$ cat src/rtl/jtag_bscan_pkg.sv
package jtag_bscan_pkg;

  typedef enum logic [3:0] {
    ST_RESET   = 4'd0,
    ST_IDLE    = 4'd1,
    ST_SEL_DR  = 4'd2,
    ST_CAP_DR  = 4'd3,
    ST_SH_DR   = 4'd4,
    ST_EX1_DR  = 4'd5,
    ST_PAU_DR  = 4'd6,
    ST_EX2_DR  = 4'd7,
    ST_UPD_DR  = 4'd8,
    ST_SEL_IR  = 4'd9,
    ST_CAP_IR  = 4'd10,
    ST_SH_IR   = 4'd11,
    ST_EX1_IR  = 4'd12,
    ST_PAU_IR  = 4'd13,
    ST_EX2_IR  = 4'd14,
    ST_UPD_IR  = 4'd15
  } tap_state_e;

  localparam int IR_W = 3;

  localparam logic [IR_W-1:0] OP_EXTEST = 3'b000;
  localparam logic [IR_W-1:0] OP_IDCODE = 3'b001;
  localparam logic [IR_W-1:0] OP_HIZ    = 3'b010;
  localparam logic [IR_W-1:0] OP_SAMPLE = 3'b100;
  localparam logic [IR_W-1:0] OP_BYPASS = 3'b111;

  localparam logic [IR_W-1:0] IR_CAPTURE = 3'b001;

  function automatic tap_state_e tap_next(input tap_state_e s, input logic m);
    tap_state_e n;
    case (s)
      ST_RESET:  n = m ? ST_RESET  : ST_IDLE;
      ST_IDLE:   n = m ? ST_SEL_DR : ST_IDLE;
      ST_SEL_DR: n = m ? ST_SEL_IR : ST_CAP_DR;
      ST_CAP_DR: n = m ? ST_EX1_DR : ST_SH_DR;
      ST_SH_DR:  n = m ? ST_EX1_DR : ST_SH_DR;
      ST_EX1_DR: n = m ? ST_UPD_DR : ST_PAU_DR;
      ST_PAU_DR: n = m ? ST_EX2_DR : ST_PAU_DR;
      ST_EX2_DR: n = m ? ST_UPD_DR : ST_SH_DR;
      ST_UPD_DR: n = m ? ST_SEL_DR : ST_IDLE;
      ST_SEL_IR: n = m ? ST_RESET  : ST_CAP_IR;
      ST_CAP_IR: n = m ? ST_EX1_IR : ST_SH_IR;
      ST_SH_IR:  n = m ? ST_EX1_IR : ST_SH_IR;
      ST_EX1_IR: n = m ? ST_UPD_IR : ST_PAU_IR;
      ST_PAU_IR: n = m ? ST_EX2_IR : ST_PAU_IR;
      ST_EX2_IR: n = m ? ST_UPD_IR : ST_SH_IR;
      ST_UPD_IR: n = m ? ST_SEL_DR : ST_IDLE;
      default:   n = ST_RESET;
    endcase
    return n;
  endfunction

  function automatic logic op_uses_chain(input logic [IR_W-1:0] op);
    return (op == OP_EXTEST) || (op == OP_HIZ) || (op == OP_SAMPLE);
  endfunction

endpackage

$ cat src/rtl/tap_fsm.sv
module tap_fsm
  import jtag_bscan_pkg::*;
(
  input  logic       tck,
  input  logic       trst_n,
  input  logic       tms,
  output tap_state_e state
);

  always_ff @(posedge tck or negedge trst_n) begin
    if (!trst_n) state <= ST_RESET;
    else         state <= tap_next(state, tms);
  end

endmodule

$ cat src/rtl/tap_ir.sv
module tap_ir
  import jtag_bscan_pkg::*;
(
  input  logic            tck,
  input  logic            trst_n,
  input  tap_state_e      state,
  input  logic            tdi,
  output logic [IR_W-1:0] ir_q,
  output logic            ir_tdo
);

  logic [IR_W-1:0] sh;

  always_ff @(posedge tck or negedge trst_n) begin
    if (!trst_n) sh <= '0;
    else if (state == ST_CAP_IR) sh <= IR_CAPTURE;
    else if (state == ST_SH_IR)  sh <= {tdi, sh[IR_W-1:1]};
  end

  // active instruction changes on the falling edge only
  always_ff @(negedge tck or negedge trst_n) begin
    if (!trst_n)                 ir_q <= OP_IDCODE;
    else if (state == ST_RESET)  ir_q <= OP_IDCODE;
    else if (state == ST_UPD_IR) ir_q <= sh;
  end

  assign ir_tdo = sh[0];

endmodule

$ cat src/rtl/tap_fixed_dr.sv
module tap_fixed_dr
  import jtag_bscan_pkg::*;
#(
  parameter int          ID_W     = 32,
  parameter logic [31:0] ID_VALUE = 32'h0A5C_6E03
) (
  input  logic       tck,
  input  logic       trst_n,
  input  tap_state_e state,
  input  logic       tdi,
  input  logic       sel_id,
  input  logic       sel_byp,
  output logic       id_tdo,
  output logic       byp_tdo
);

  localparam logic [ID_W-1:0] ID_LOAD = {ID_VALUE[ID_W-1:1], 1'b1};

  logic [ID_W-1:0] id_sh;
  logic            byp_q;

  always_ff @(posedge tck or negedge trst_n) begin
    if (!trst_n) begin
      id_sh <= '0;
      byp_q <= 1'b0;
    end else begin
      if (state == ST_CAP_DR) begin
        id_sh <= ID_LOAD;
        byp_q <= 1'b0;
      end else if (state == ST_SH_DR) begin
        if (sel_id)  id_sh <= {tdi, id_sh[ID_W-1:1]};
        if (sel_byp) byp_q <= tdi;
      end
    end
  end

  assign id_tdo  = id_sh[0];
  assign byp_tdo = byp_q;

endmodule

$ cat src/rtl/bsr_chain.sv
module bsr_chain
  import jtag_bscan_pkg::*;
#(
  parameter int                   NUM_IN        = 4,
  parameter int                   NUM_OUT       = 4,
  parameter int                   NUM_SPARE     = 2,
  parameter logic [NUM_SPARE-1:0] SPARE_DEFAULT = 2'b10
) (
  input  logic               tck,
  input  logic               trst_n,
  input  tap_state_e         state,
  input  logic               tdi,
  input  logic               sel,
  input  logic [NUM_IN-1:0]  pin_in,
  input  logic [NUM_OUT-1:0] core_out,
  output logic               bsr_tdo,
  output logic [NUM_OUT-1:0] upd_out
);

  localparam int LEN     = NUM_IN + NUM_OUT + NUM_SPARE;
  localparam int OUT_LO  = NUM_IN;
  localparam int SPR_LO  = NUM_IN + NUM_OUT;

  logic [LEN-1:0] cap_vec;
  logic [LEN-1:0] sh;

  for (genvar g = 0; g < LEN; g++) begin : g_cell
    if (g < OUT_LO) begin : g_in
      assign cap_vec[g] = pin_in[g];
    end else if (g < SPR_LO) begin : g_out
      assign cap_vec[g] = core_out[g-OUT_LO];
    end else begin : g_spare
      assign cap_vec[g] = SPARE_DEFAULT[g-SPR_LO];
    end
  end

  always_ff @(posedge tck or negedge trst_n) begin
    if (!trst_n) sh <= '0;
    else if (sel) begin
      if (state == ST_CAP_DR)     sh <= cap_vec;
      else if (state == ST_SH_DR) sh <= {tdi, sh[LEN-1:1]};
    end
  end

  always_ff @(negedge tck or negedge trst_n) begin
    if (!trst_n) upd_out <= '0;
    else if (sel && state == ST_UPD_DR) upd_out <= sh[OUT_LO +: NUM_OUT];
  end

  assign bsr_tdo = sh[0];

endmodule

$ cat src/rtl/jtag_bscan_tap.sv
module jtag_bscan_tap
  import jtag_bscan_pkg::*;
#(
  parameter int                   NUM_IN        = 4,
  parameter int                   NUM_OUT       = 4,
  parameter int                   NUM_SPARE     = 2,
  parameter logic [NUM_SPARE-1:0] SPARE_DEFAULT = 2'b10,
  parameter logic [31:0]          ID_VALUE      = 32'h0A5C_6E03
) (
  input  logic               tck,
  input  logic               trst_n,
  input  logic               tms,
  input  logic               tdi,
  output logic               tdo,
  output logic               tdo_oe,
  input  logic [NUM_IN-1:0]  pin_in,
  output logic [NUM_IN-1:0]  core_in,
  input  logic [NUM_OUT-1:0] core_out,
  input  logic [NUM_OUT-1:0] core_oe,
  output logic [NUM_OUT-1:0] pad_out,
  output logic [NUM_OUT-1:0] pad_oe
);

  tap_state_e         state;
  logic [IR_W-1:0]    ir_q;
  logic               ir_tdo, id_tdo, byp_tdo, bsr_tdo;
  logic               sel_bsr, sel_id, sel_byp;
  logic               dr_tdo, tdo_next;
  logic [NUM_OUT-1:0] upd_out;

  tap_fsm u_fsm (
    .tck(tck), .trst_n(trst_n), .tms(tms), .state(state)
  );

  tap_ir u_ir (
    .tck(tck), .trst_n(trst_n), .state(state), .tdi(tdi),
    .ir_q(ir_q), .ir_tdo(ir_tdo)
  );

  assign sel_bsr = op_uses_chain(ir_q);
  assign sel_id  = (ir_q == OP_IDCODE);
  assign sel_byp = !sel_bsr && !sel_id;

  tap_fixed_dr #(.ID_W(32), .ID_VALUE(ID_VALUE)) u_fix (
    .tck(tck), .trst_n(trst_n), .state(state), .tdi(tdi),
    .sel_id(sel_id), .sel_byp(sel_byp),
    .id_tdo(id_tdo), .byp_tdo(byp_tdo)
  );

  bsr_chain #(
    .NUM_IN(NUM_IN), .NUM_OUT(NUM_OUT),
    .NUM_SPARE(NUM_SPARE), .SPARE_DEFAULT(SPARE_DEFAULT)
  ) u_bsr (
    .tck(tck), .trst_n(trst_n), .state(state), .tdi(tdi), .sel(sel_bsr),
    .pin_in(pin_in), .core_out(core_out),
    .bsr_tdo(bsr_tdo), .upd_out(upd_out)
  );

  always_comb begin
    if (sel_bsr)     dr_tdo = bsr_tdo;
    else if (sel_id) dr_tdo = id_tdo;
    else             dr_tdo = byp_tdo;
    tdo_next = (state == ST_SH_IR) ? ir_tdo : dr_tdo;
  end

  always_ff @(negedge tck or negedge trst_n) begin
    if (!trst_n) begin
      tdo    <= 1'b0;
      tdo_oe <= 1'b0;
    end else begin
      tdo    <= tdo_next;
      tdo_oe <= (state == ST_SH_IR) || (state == ST_SH_DR);
    end
  end

  always_comb begin
    case (ir_q)
      OP_EXTEST: begin
        pad_out = upd_out;
        pad_oe  = '1;
      end
      OP_HIZ: begin
        pad_out = core_out;
        pad_oe  = '0;
      end
      default: begin
        pad_out = core_out;
        pad_oe  = core_oe;
      end
    endcase
  end

  assign core_in = pin_in;

endmodule

$ cat config.mk
export PLATFORM = sky130hd
export DESIGN_NAME = jtag_bscan_tap
export DESIGN_NICKNAME = d
export VERILOG_FILES = /design/src/rtl/jtag_bscan_pkg.sv /design/src/rtl/tap_fsm.sv /design/src/rtl/tap_ir.sv /design/src/rtl/tap_fixed_dr.sv /design/src/rtl/bsr_chain.sv /design/src/rtl/jtag_bscan_tap.sv
export SDC_FILE = /design/constraint.sdc
export NUM_CORES = 1
export LEC_CHECK = 0
export ABC_AREA = 1
export BUFFER_PORTS_ARGS = -buffer_cell sky130_fd_sc_hd__buf_2
export CAP_MARGIN = 40
export CORE_MARGIN = 4
export CORE_UTILIZATION = 30
export DETAILED_ROUTE_END_ITERATION = 8
export PLACE_DENSITY_LB_ADDON = 0.25
export SETUP_SLACK_MARGIN = 0.3
export SYNTH_ARGS = -nofsm -noshare
export SYNTH_HDL_FRONTEND = slang
export SYNTH_SLANG_ARGS = --single-unit
$ cat constraint.sdc
create_clock -name tck -period 3.38 [get_ports tck]
set_input_delay 0.338 -clock tck [delete_from_list [all_inputs] [get_ports tck]]
set_output_delay 0.338 -clock tck [all_outputs]
set_load 0.005 [all_outputs]
[Yosys cells after proc, flatten, opt, wreduce, memory -nomap -nowiden]
Index checks and enable logic that the tools add are counted.
Storage, ports and cells
  bits in registers: 59
  input port bits: 16
  output and inout bits: 14
  word-level logic and storage cells: 77
Cells by class
  equal/unequal tests: 18
  multiplexer cells: 30
  reduce and logical (&&, ||, !) cells: 20
Operator list (count)
  32-bit 2-to-1 mux: 3
  4-bit case mux with 12 select lines: 1
  4-bit == test, second input constant: 8
  10-bit 2-to-1 mux: 2
  4-bit 2-to-1 mux: 5
  3-bit 2-to-1 mux: 6
  4-bit by 3-bit == test with 1-bit output, second input constant: 4
  2-bit nonzero test: 5
  1-bit 2-to-1 mux: 9
  4-bit by 2-bit == test with 1-bit output, second input constant: 2
  4-bit case mux with 2 select lines: 1
  2-bit 2-to-1 mux: 3
  2-bit AND reduction: 3
  4-bit by 1-bit == test with 1-bit output, second input constant: 1
  4-bit zero test: 1
  2-bit OR reduction: 2
  3-bit by 1-bit == test with 1-bit output, second input constant: 1
  3-bit by 2-bit == test with 1-bit output, second input constant: 1
  3-bit == test, second input constant: 1
  3-bit zero test: 1
  1-bit logical OR: 3
  3-bit OR reduction: 1
  1-bit logical AND: 2
  1-bit zero test: 2

[Longest topological paths before layout]
Gate-level depths: netlist (run 1).
  depth in word-level cells: 8
  depth in mapped cells: 9
  gate-level depth less buffers: 8

[Cells and area by module]
From an unflattened synthesis (run 1), not the netlist that was laid out.
Unflattened totals
  cells, all modules: 426
  area total of the unflattened synthesis: 3169.3 sq um
By module, submodules not included
  tap_fixed_dr: times used 1, cells an instance 185, area each 1485.2 sq um
  bsr_chain: times used 1, cells an instance 96, area each 732.0 sq um
  tap_fsm: times used 1, cells an instance 55, area each 335.3 sq um
  jtag_bscan_tap: times used 1, cells an instance 53, area each 329.1 sq um
  tap_ir: times used 1, cells an instance 37, area each 287.8 sq um

==> results.py, run 1 <==
metrics = {
    "clocking": {
        "cts_tree": "yes",
        "cts_sinks": 59,
        "cts_made_buffers": 9,
        "clk_latency_ns": 0.37,
        "clk_pin_slew_ns": 0.07,
        "cts_root_buf": "clkbuf_8",
        "htree_levels": 3,
        "clock_path_buffers": 2,
    },
    "final_layout": {
        "nFillCells": 927,
        "drive_gt1_share_pct": 26.5,
        "final_cell_mix": "nand2_1, dfrtp_1, inv_1, buf_2, o21ai_0",
        "diodes": 0,
        "mostFrequentLayoutCell": "nand2_1",
        "layout.cells.non_filler": 515,
        "fin_util_pct": 39.5,
        "fin_nets": 415,
        "area_growth_pct": 29.4,
    },
    "routing": {
        "vias": 2412,
        "wire_per_inst_microns": 12.7,
        "drtIter0Drc": 109,
        "totalWireLength_microns": 6560,
        "ant_nets": 0,
        "avgViaCountPerCell": 4.68,
        "drtPass1Iterations": 4,
        "drt_drc_violations_left": 0,
    },
    "global_route": {
        "grt_pass1_wl_microns": 11200,
        "antenna_found_initial": 0,
        "overflow": 0,
        "grt_usage_pct": 12.7,
        "grt_max_degree": 45,
        "grt_pass1_vias": 2349,
    },
    "worst_setup_path": {
        "cp_num_buf_inv": 2,
        "endpoint_kind": "output port",
        "startpoint_type": "register",
        "critPathTopFamily": "flip-flops",
        "crit_type": "register to output port",
        "cp_max_fo": 5,
        "required_ns": 3.04,
        "cp_cell_sequence": "inv_4 > nand3_4 > nor2_2 > a21oi_1 > buf_2",
        "r2r-start": "u_ir.ir_q[0]$_DFFE_NN1P_",
        "cp_data_arrival_time_ns": 3.08,
        "r2r_end": "u_fix.id_sh[3]$_DFFE_PN0P_",
        "worst_r2r_path_depth": 8,
        "cp_slowest_cell": "dfstp_2",
        "reg2reg_slack_ns": 0.10,
        "critPathMaxStageDelay_ns": 0.55,
    },
    "yosys": {
        "yosys.area_share.simple_pct": 27.3,
        "syn_inst": 349,
        "yosysUniqueCellTypes": 26,
        "synth_compound_area_share_pct": 11.5,
        "syn_area_per_cell_sq_um": 8.05,
        "yosys.area_share.adder_pct": 0,
        "yosys_warnings": 0,
        "synth_xor_area_share_pct": 0,
        "synth_top_family_by_area": "simple AND/OR/NAND/NOR gates",
        "synth_area_sq_um": 2810,
        "syn_nets": 365,
        "synth-seq-area-share_pct": 52.6,
        "synth_mux_area_share_pct": 0,
        "ys_ff_latch": 59,
    },
    "placement": {
        "gp_congestion": 0.823,
        "place.port_buffers": 29,
        "post-place-ws_ns": -0.00494,
        "placed_cells": 481,
        "hpwl_microns": 4030,
    },
    "floorplan": {
        "dieHeight_microns": 105,
        "dieArea_sq_um": 11000,
        "fp.dieW_microns": 105,
        "ios": 30,
        "coreArea_sq_um": 9200,
        "initial_utilization_pct": 30.5,
        "std_cell_rows": 35,
    },
    "sta": {
        "rsz0062_at_grt": "yes",
        "slew_viol_final": 0,
        "max_slew_margin_pct": 56.0,
        "hold_viol_final": 0,
        "setup_slack_ns": -0.0330,
        "whs_ns": 0.263,
        "skew_ns": 0.0485,
        "setup_violations": 8,
        "worst_pin_slew_ns": 0.657,
    },
    "pwr": {
        "swShare_pct": 36.4,
        "seqPwrFrac_pct": 38.7,
        "pwr-share-clk_pct": 26.0,
        "p_int_w": 0.00191,
        "worst_ir_drop_vdd_mv": 0.267,
        "netSwitchingPower_w": 0.00110,
        "finalPower_w": 0.00301,
        "power.density_nw_per_um2": 828,
        "leakage_nw": 1.87,
        "combinationalPowerShare_pct": 35.3,
    },
    "min_path": {
        "hold_depth": 3,
        "min_path_type": "primary input to register",
        "hp-start": "tms",
        "min_to": "u_fsm.state[0]$_DFF_PN0_",
    },
    "status": {
        "violations": "negative setup slack",
        "status": "finished with violations",
    },
    "run": {
        "maxCapViolCount": 0,
    },
}
==> tightest hold or removal path, stage by stage <==
cell and delay, ns:
buf_2 0.11, a21oi_1 0.07, nand2_1 0.05
==> what timing repair did <==
action,CTS,global route
setup buffers,9,3
setup endpoints to repair,52,55
pin swaps,6,5
gates cloned,4,1
endpoints found under the hold margin,6,0
hold buffers,1,0
resized for setup,24,36
==> registers in the layout, indices dropped and copies added (netlist names) <==
register       cells
u_ir.ir_q          3
u_fix.byp_tdo      1
u_bsr.sh          10
u_ir.sh            3
tdo_oe             1
u_bsr.upd_out      4
tdo                1
u_fsm.state        4
u_fix.id_sh       32
==> synthesized netlist by cell type <==
cell type,instances,area (sq um)
clkbuf_1,2,7.51
nor2_4,2,22.5
nor2_1,17,63.8
nand4_1,1,6.26
o21ai_1,10,50.1
buf_4,10,75.1
buf_6,2,22.5
dfrtn_1,8,200
inv_1,30,113
o22ai_1,3,18.8
inv_2,4,15.0
dfstp_2,1,26.3
o21ai_0,28,140
a21oi_1,17,85.1
nand2_1,124,465
nand3_1,24,120
o21bai_1,1,7.51
buf_2,2,10.0
nand2_4,2,22.5
nand2_2,3,18.8
nor2_8,1,20.0
a31oi_1,2,12.5
nor2_2,3,18.8
a2bb2oi_1,1,8.76
dfrtp_1,50,1250
nand3b_1,1,7.51
==> kinds of logic (layout without fill, tap and decap cells) <==
family          Yosys count  count (layout)
simple gates            178             181
compound gates           62              62
buf+inv                  50             102
flops                    59              59
==> metal layers <==
metal | GRT usage (%) | share of wire, % | routed length [microns] | vias up
met3 | 3.89 | 3.5 | 232 | 5
met2 | 20.2 | 49 | 3210 | 43
met4 | 5.53 | 0.90 | 59 | 0
li1 | - | - | - | 1217
met5 | 0 | 0 | 0 | -
met1 | 15.8 | 47 | 3060 | 1147
==> per-stage QoR <==
stage	setup TNS, ns	instance area [sq um]
after global routing	-0.805	3630
after floorplan	0	2810
final	-0.215	3630
after global placement	0	3040
after CTS	-0.307	3480
after detailed placement	-0.0155	3040
==> cell type report <==
cell class              instances  area (sq um)  area share (%)
clock inverters                 8           120            3.30
multi-input cells             243          1230            33.9
repair buffers                 51           382            10.5
flip-flops and latches         59          1480            40.7
well taps                     111           139            3.82
repair inverters                1          11.3           0.310
clock buffers                   9           124            3.41
inverters                      33           149            4.10
==> power groups by stage <==
| stage | clock network, W | logic (W) | registers, W |
|---|---|---|---|
| 3_3_place_gp | 0.00000370 | 0.000863 | 0.00116 |
| 2_1_floorplan | 0.00000370 | 0.000694 | 0.00114 |
| 5_1_grt | 0.000841 | 0.00122 | 0.00120 |
| 6_report | 0.000783 | 0.00106 | 0.00116 |
| 3_5_place_dp | 0.00000370 | 0.000879 | 0.00116 |
| 4_1_cts | 0.000805 | 0.00101 | 0.00116 |
==> worst max-delay path by stage <==
stage | from | end | slack [ns] | cells past startpoint
5_1_grt | u_ir.ir_q[0]$_DFFE_NN1P_ | pad_out[0] | -0.11 | 5
4_1_cts | u_ir.ir_q[0]$_DFFE_NN1P_ | pad_out[3] | -0.05 | 5
3_3_place_gp | u_ir.ir_q[1]$_DFFE_NN0P_ | u_fix.id_sh[7]$_DFFE_PN0P_ | 0.05 | 7
2_1_floorplan | u_ir.ir_q[0]$_DFFE_NN1P_ | pad_out[1] | 0.31 | 5
3_5_place_dp | u_ir.ir_q[1]$_DFFE_NN0P_ | u_fix.id_sh[1]$_DFFE_PN0P_ | -0.005 | 7
6_report | u_ir.ir_q[0]$_DFFE_NN1P_ | pad_out[3] | -0.03 | 5
Note: power is estimated with default switching activity, not from simulation.
==> run 2, diff against run 1 <==
--- a/config.mk
+++ b/config.mk
@@ -11,6 +11,7 @@
 export CORE_MARGIN = 4
 export CORE_UTILIZATION = 30
 export DETAILED_ROUTE_END_ITERATION = 8
+export MAX_ROUTING_LAYER = met4
 export PLACE_DENSITY_LB_ADDON = 0.25
 export SETUP_SLACK_MARGIN = 0.3
 export SYNTH_ARGS = -nofsm -noshare
==> constraint.sdc (replaced) <==
create_clock -name tck -period 3 [get_ports tck]
set_input_delay 0.3 -clock tck [delete_from_list [all_inputs] [get_ports tck]]
set_output_delay 0.3 -clock tck [all_outputs]
set_load 0.005 [all_outputs]
==> results.py, run 2 (synthesized netlist as in run 1, its figures left out) <==
metrics = {
    "final_layout": {
        "fin_nets": 415,
        "layout.cells.non_filler": 515,
        "fin_area_sq_um": 3520,
        "mostFrequentLayoutCell": "nand2_1",
        "diodes": 0,
        "final_cell_mix": "nand2_1, dfrtp_1, buf_2",
        "drive_gt1_share_pct": 26.2,
        "nFillCells": 964,
        "area_growth_pct": 25.4,
        "largest_reg_flops": 32,
        "top_register": "u_fix.id_sh",
        "reg.largest.list": "u_fix.id_sh: 32 flops, u_bsr.sh: 10 flops",
    },
    "sta": {
        "rsz0062_at_grt": "yes",
        "max_slew_margin_pct": 56.5,
        "hold_viol_final": 0,
        "whs_ns": 0.220,
        "worst_pin_slew_ns": 0.649,
        "setup_slack_ns": -0.133,
        "skew_ns": 0.0504,
        "setup_violations": 29,
        "slew_viol_final": 0,
    },
    "clocking": {
        "clk_pin_slew_ns": 0.07,
        "clock_path_buffers": 2,
        "clk_latency_ns": 0.37,
        "cts_root_buf": "clkbuf_8",
        "cts_sinks": 59,
        "cts_made_buffers": 9,
        "cts_tree": "yes",
        "htree_levels": 3,
    },
    "placement": {
        "gp_congestion": 0.819,
        "hpwl_microns": 4040,
        "placed_cells": 481,
        "post-place-ws_ns": 0.0928,
        "place.port_buffers": 29,
        "placed_cell_area_sq_um": 3070,
    },
    "floorplan": {
        "coreArea_sq_um": 9200,
        "ios": 30,
        "std_cell_rows": 35,
        "dieHeight_microns": 105,
        "initial_utilization_pct": 30.5,
        "dieArea_sq_um": 11000,
        "fp.dieW_microns": 105,
    },
    "routing": {
        "vias": 2394,
        "drtPass1Iterations": 5,
        "drtIter0Drc": 83,
        "wire_per_inst_microns": 12.3,
        "totalWireLength_microns": 6320,
        "avgViaCountPerCell": 4.65,
        "drt_drc_violations_left": 0,
        "ant_nets": 0,
    },
    "pwr": {
        "power.density_nw_per_um2": 907,
        "netSwitchingPower_w": 0.00119,
        "swShare_pct": 37.2,
        "finalPower_w": 0.00320,
        "p_int_w": 0.00201,
        "worst_ir_drop_vdd_mv": 0.199,
        "combinationalPowerShare_pct": 35.7,
        "leakage_nw": 1.80,
        "pwr-share-clk_pct": 22.6,
        "seqPwrFrac_pct": 41.7,
    },
    "global_route": {
        "antenna_found_initial": 0,
        "grt_max_degree": 39,
        "grt_pass1_vias": 2210,
        "overflow": 0,
        "grt_pass1_wl_microns": 10600,
        "grt_usage_pct": 12.3,
    },
    "status": {
        "violations": "negative setup slack",
        "status": "finished with violations",
    },
    "min_path": {
        "min_path_type": "primary input to register",
    },
    "worst_setup_path": {
        "endpoint_kind": "output port",
        "cp_slowest_cell": "dfstp_2",
        "cp_data_arrival_time_ns": 2.83,
        "cp_cell_sequence": "inv_4 > nand3_4 > nor2_1 > a21oi_1 > buf_2",
        "cp_max_fo": 6,
        "crit_type": "register to output port",
        "reg2reg_slack_ns": -0.04,
        "required_ns": 2.70,
        "critPathMaxStageDelay_ns": 0.55,
        "startpoint_type": "register",
    },
    "run": {
        "maxCapViolCount": 0,
    },
}
==> run 2: changes by cell type in the layout (fill, tap and decap cells not counted), sizes merged <==
cell / delta
clkinvlp: +1
nor2: -2
clkinv: -2
bufinv: -2
inv: +1
clkbuf: +2
buf: +2
==> run 2: metrics by stage <==
step / util (%) / setup TNS, ns
CTS: 37.6 / -1.37
floorplan: - / 0
global placement: 33.4 / 0
finish: 38.3 / -1.12
global route: 38.3 / -3.81
detailed placement: 33.4 / 0
==> run 2: timing repair <==
item                                   in CTS  in global routing
buffers inserted                            8                  6
pin swaps                                   7                 10
cloned                                      3                  0
gates resized for setup                    28                 19
setup endpoints to repair                  57                 58
hold buffers                                1                  0
endpoints found under the hold margin       7                  0
==> run 2: layer usage <==
layer | track usage, % | part of all wire, %
met1 | 16.0 | 48
met2 | 18.1 | 45
met3 | 4.39 | 5.0
met4 | 3.56 | 1.4
met5 | - | 0
==> run 2: critical path: cells and delay by family (launching register included) <==
kind	cells	cell delay (ns)
compound gates	1	0.10
buf+inv	2	0.18
flops	1	0.55
simple gates	2	0.14
==> run 2: layout make-up <==
class | count | area, sq um | share of cell area, %
clock buffer | 11 | 141 | 4.01
clock inverter | 6 | 57.6 | 1.63
inverter | 33 | 144 | 4.08
multi-input combinational | 241 | 1180 | 33.5
sequential | 59 | 1480 | 42.1
tap | 111 | 139 | 3.94
timing repair buffer | 53 | 372 | 10.5
timing repair inverter | 1 | 6.26 | 0.178
==> run 2: final timing paths <==
kind                                              startpoint                            to  cells past startpoint
worst max-delay path                u_ir.ir_q[0]$_DFFE_NN1P_                    pad_out[3]                      5
worst min-delay path                                     tms      u_fsm.state[0]$_DFF_PN0_                      3
worst max register to register      u_ir.ir_q[0]$_DFFE_NN1P_    u_fix.id_sh[3]$_DFFE_PN0P_                      7
worst min register to register  u_bsr.upd_out[2]$_DFFE_NN0P_  u_bsr.upd_out[2]$_DFFE_NN0P_                      2
max in group asynchronous                             trst_n                 tdo$_DFF_NN0_                      3
min in group asynchronous                             trst_n       u_bsr.sh[4]$_DFFE_PN0P_                      2
==> run 2: power by group through the flow <==
stage	clock network, W	logic, W	registers, W
6_report	0.000723	0.00114	0.00133
5_1_grt	0.000792	0.00131	0.00137
4_1_cts	0.000746	0.00109	0.00132
3_5_place_dp	0.00000417	0.00101	0.00133
3_3_place_gp	0.00000417	0.000993	0.00132
2_1_floorplan	0.00000417	0.000787	0.00128
==> run 3, diff against run 2 <==
--- a/config.mk
+++ b/config.mk
@@ -13,6 +13,7 @@
 export DETAILED_ROUTE_END_ITERATION = 8
 export MAX_ROUTING_LAYER = met4
 export PLACE_DENSITY_LB_ADDON = 0.25
+export RECOVER_POWER = 100
 export SETUP_SLACK_MARGIN = 0.3
 export SYNTH_ARGS = -nofsm -noshare
 export SYNTH_HDL_FRONTEND = slang
==> results.py, run 3 (synthesized netlist as in run 1, its figures left out) <==
metrics = {
    "status": {
        "status": "finished with violations",
        "violations": "negative setup slack",
    },
    "global_route": {
        "grt_max_degree": 39,
        "grt_pass1_wl_microns": 10600,
        "grt_usage_pct": 12.3,
        "antenna_found_initial": 0,
        "overflow": 0,
        "grt_pass1_vias": 2210,
    },
    "clocking": {
        "clk_pin_slew_ns": 0.07,
        "clk_latency_ns": 0.37,
        "cts_root_buf": "clkbuf_8",
        "cts_tree": "yes",
        "cts_sinks": 59,
        "clock_path_buffers": 2,
        "cts_made_buffers": 9,
        "htree_levels": 3,
    },
    "routing": {
        "avgViaCountPerCell": 4.64,
        "vias": 2390,
        "top_layer_used": "met4",
        "totalWireLength_microns": 6340,
        "dr_wl_met2_microns": 2880,
        "wire_per_inst_microns": 12.3,
        "drtPass1Iterations": 4,
        "ant_nets": 0,
        "dr_wl_met3_microns": 284,
        "wl_met1_microns": 3090,
        "drt_drc_violations_left": 0,
        "drtIter0Drc": 93,
    },
    "final_layout": {
        "fin_nets": 415,
        "final_cell_mix": "nand2_1, dfrtp_1, buf_2",
        "area_growth_pct": 22.4,
        "drive_gt1_share_pct": 22.5,
        "mostFrequentLayoutCell": "nand2_1",
        "reg.largest.list": "u_fix.id_sh: 32 flops, u_bsr.sh: 10 flops",
        "fin_util_pct": 37.4,
        "diodes": 0,
        "top_register": "u_fix.id_sh",
        "largest_reg_flops": 32,
        "layout.cells.non_filler": 515,
    },
    "placement": {
        "gp_congestion": 0.819,
        "place.port_buffers": 29,
        "placed_cells": 481,
        "hpwl_microns": 4040,
    },
    "worst_setup_path": {
        "crit_type": "register to output port",
        "cp_slowest_cell": "dfstp_2",
        "cp_max_fo": 6,
        "cp_num_buf_inv": 2,
        "required_ns": 2.70,
        "startpoint_type": "register",
        "cp_cell_sequence": "inv_4 > nand3_4 > nor2_1 > a21oi_1 > buf_2",
        "endpoint_kind": "output port",
        "critPathMaxStageDelay_ns": 0.55,
        "cp_data_arrival_time_ns": 2.83,
        "critPathTopFamily": "flip-flops",
    },
    "sta": {
        "setup_violations": 33,
        "skew_ns": 0.0499,
        "slew_viol_final": 0,
        "worst_pin_slew_ns": 1.14,
        "max_slew_margin_pct": 24.1,
        "rsz0062_at_grt": "yes",
        "setup_slack_ns": -0.132,
        "hold_viol_final": 0,
    },
    "pwr": {
        "netSwitchingPower_w": 0.00116,
        "worst_ir_drop_vdd_mv": 0.194,
        "leakage_nw": 1.78,
        "combinationalPowerShare_pct": 34.7,
        "p_int_w": 0.00198,
        "seqPwrFrac_pct": 42.2,
        "power.density_nw_per_um2": 913,
        "swShare_pct": 36.9,
        "pwr-share-clk_pct": 23.1,
    },
    "floorplan": {
        "fp.dieW_microns": 105,
        "initial_utilization_pct": 30.5,
        "coreArea_sq_um": 9200,
        "ios": 30,
        "dieArea_sq_um": 11000,
        "dieHeight_microns": 105,
        "std_cell_rows": 35,
    },
    "min_path": {
        "min_path_type": "primary input to register",
    },
    "run": {
        "maxCapViolCount": 0,
    },
}
[run 3: changes by cell type in the layout (fill, tap and decap cells not counted), sizes merged]
cell | before | now
buf | 52 | 47
clkbuf | 11 | 16
clkinvlp | 2 | 3
inv | 35 | 34
[run 3: area by class of cell]
type                    count  area, sq um
fillers                   976         5760
flip-flops and latches     59         1480
multi-input cells         241         1120
repair buffers             53          355
inverters                  33          143
clock buffers              11          141
well taps                 111          139
clock inverters             6         57.6
repair inverters            1         6.26
[run 3: per-layer routing]
| metal | vias to the layer above | track usage, % |
|---|---|---|
| met1 | 1128 | 16.0 |
| met3 | 9 | 4.39 |
| met5 | - | - |
| met2 | 46 | 18.1 |
| li1 | 1207 | - |
| met4 | 0 | 3.56 |
[run 3: power by group through the flow]
| stage | Clock [W] | Combinational (W) | Sequential (W) |
|---|---|---|---|
| floorplan | 0.00000417 | 0.000787 | 0.00128 |
| global placement | 0.00000417 | 0.000993 | 0.00132 |
| detailed placement | 0.00000417 | 0.00101 | 0.00133 |
| CTS | 0.000746 | 0.00109 | 0.00132 |
| global route | 0.000792 | 0.00125 | 0.00136 |
| finish | 0.000725 | 0.00109 | 0.00133 |
[run 3: path summary, 6_finish.rpt]
| kind | start | endpoint | slack (ns) | cells after the start |
|---|---|---|---|---|
| max | u_ir.ir_q[0]$_DFFE_NN1P_ | pad_out[3] | -0.13 | 5 |
| min | tms | u_fsm.state[0]$_DFF_PN0_ | 0.22 | 3 |
| max reg2reg | u_ir.ir_q[0]$_DFFE_NN1P_ | u_fix.id_sh[3]$_DFFE_PN0P_ | -0.06 | 7 |
| min reg2reg | u_bsr.upd_out[2]$_DFFE_NN0P_ | u_bsr.upd_out[2]$_DFFE_NN0P_ | 0.43 | 2 |
| max in group asynchronous | trst_n | tdo$_DFF_NN0_ | 0.15 | 3 |
| min in group asynchronous | trst_n | u_bsr.sh[4]$_DFFE_PN0P_ | 0.63 | 2 |
[run 3: metrics by stage]
stage / total power [W] / hold WS [ns] / setup WS, ns / TNS, ns / cell area (sq um)
final: 0.00314 / 0.221 / -0.132 / -1.65 / 3440
after global routing: 0.00341 / 0.223 / -0.224 / -5.13 / 3440
after CTS: 0.00316 / 0.211 / -0.140 / -1.37 / 3450
after detailed placement: 0.00234 / 0.252 / 0.0928 / 0 / 3070
after global placement: 0.00232 / 0.261 / 0.130 / 0 / 3070
after floorplan: 0.00207 / 0.00441 / 0.201 / 0 / 2840
[run 3: tightest hold or removal path, cell delays in order]
cell and delay, ns:
buf_2 0.11, a21oi_1 0.07, nand2_1 0.05
[run 3: what timing repair did]
| action | 4_1_cts | 5_1_grt |
|---|---|---|
| gates cloned | 3 | 0 |
| setup endpoints to repair | 57 | 58 |
| hold buffers | 1 | 0 |
| pin swaps | 7 | 10 |
| endpoints found under the hold margin | 7 | 0 |
| setup buffers | 8 | 6 |
| resized for setup | 28 | 19 |
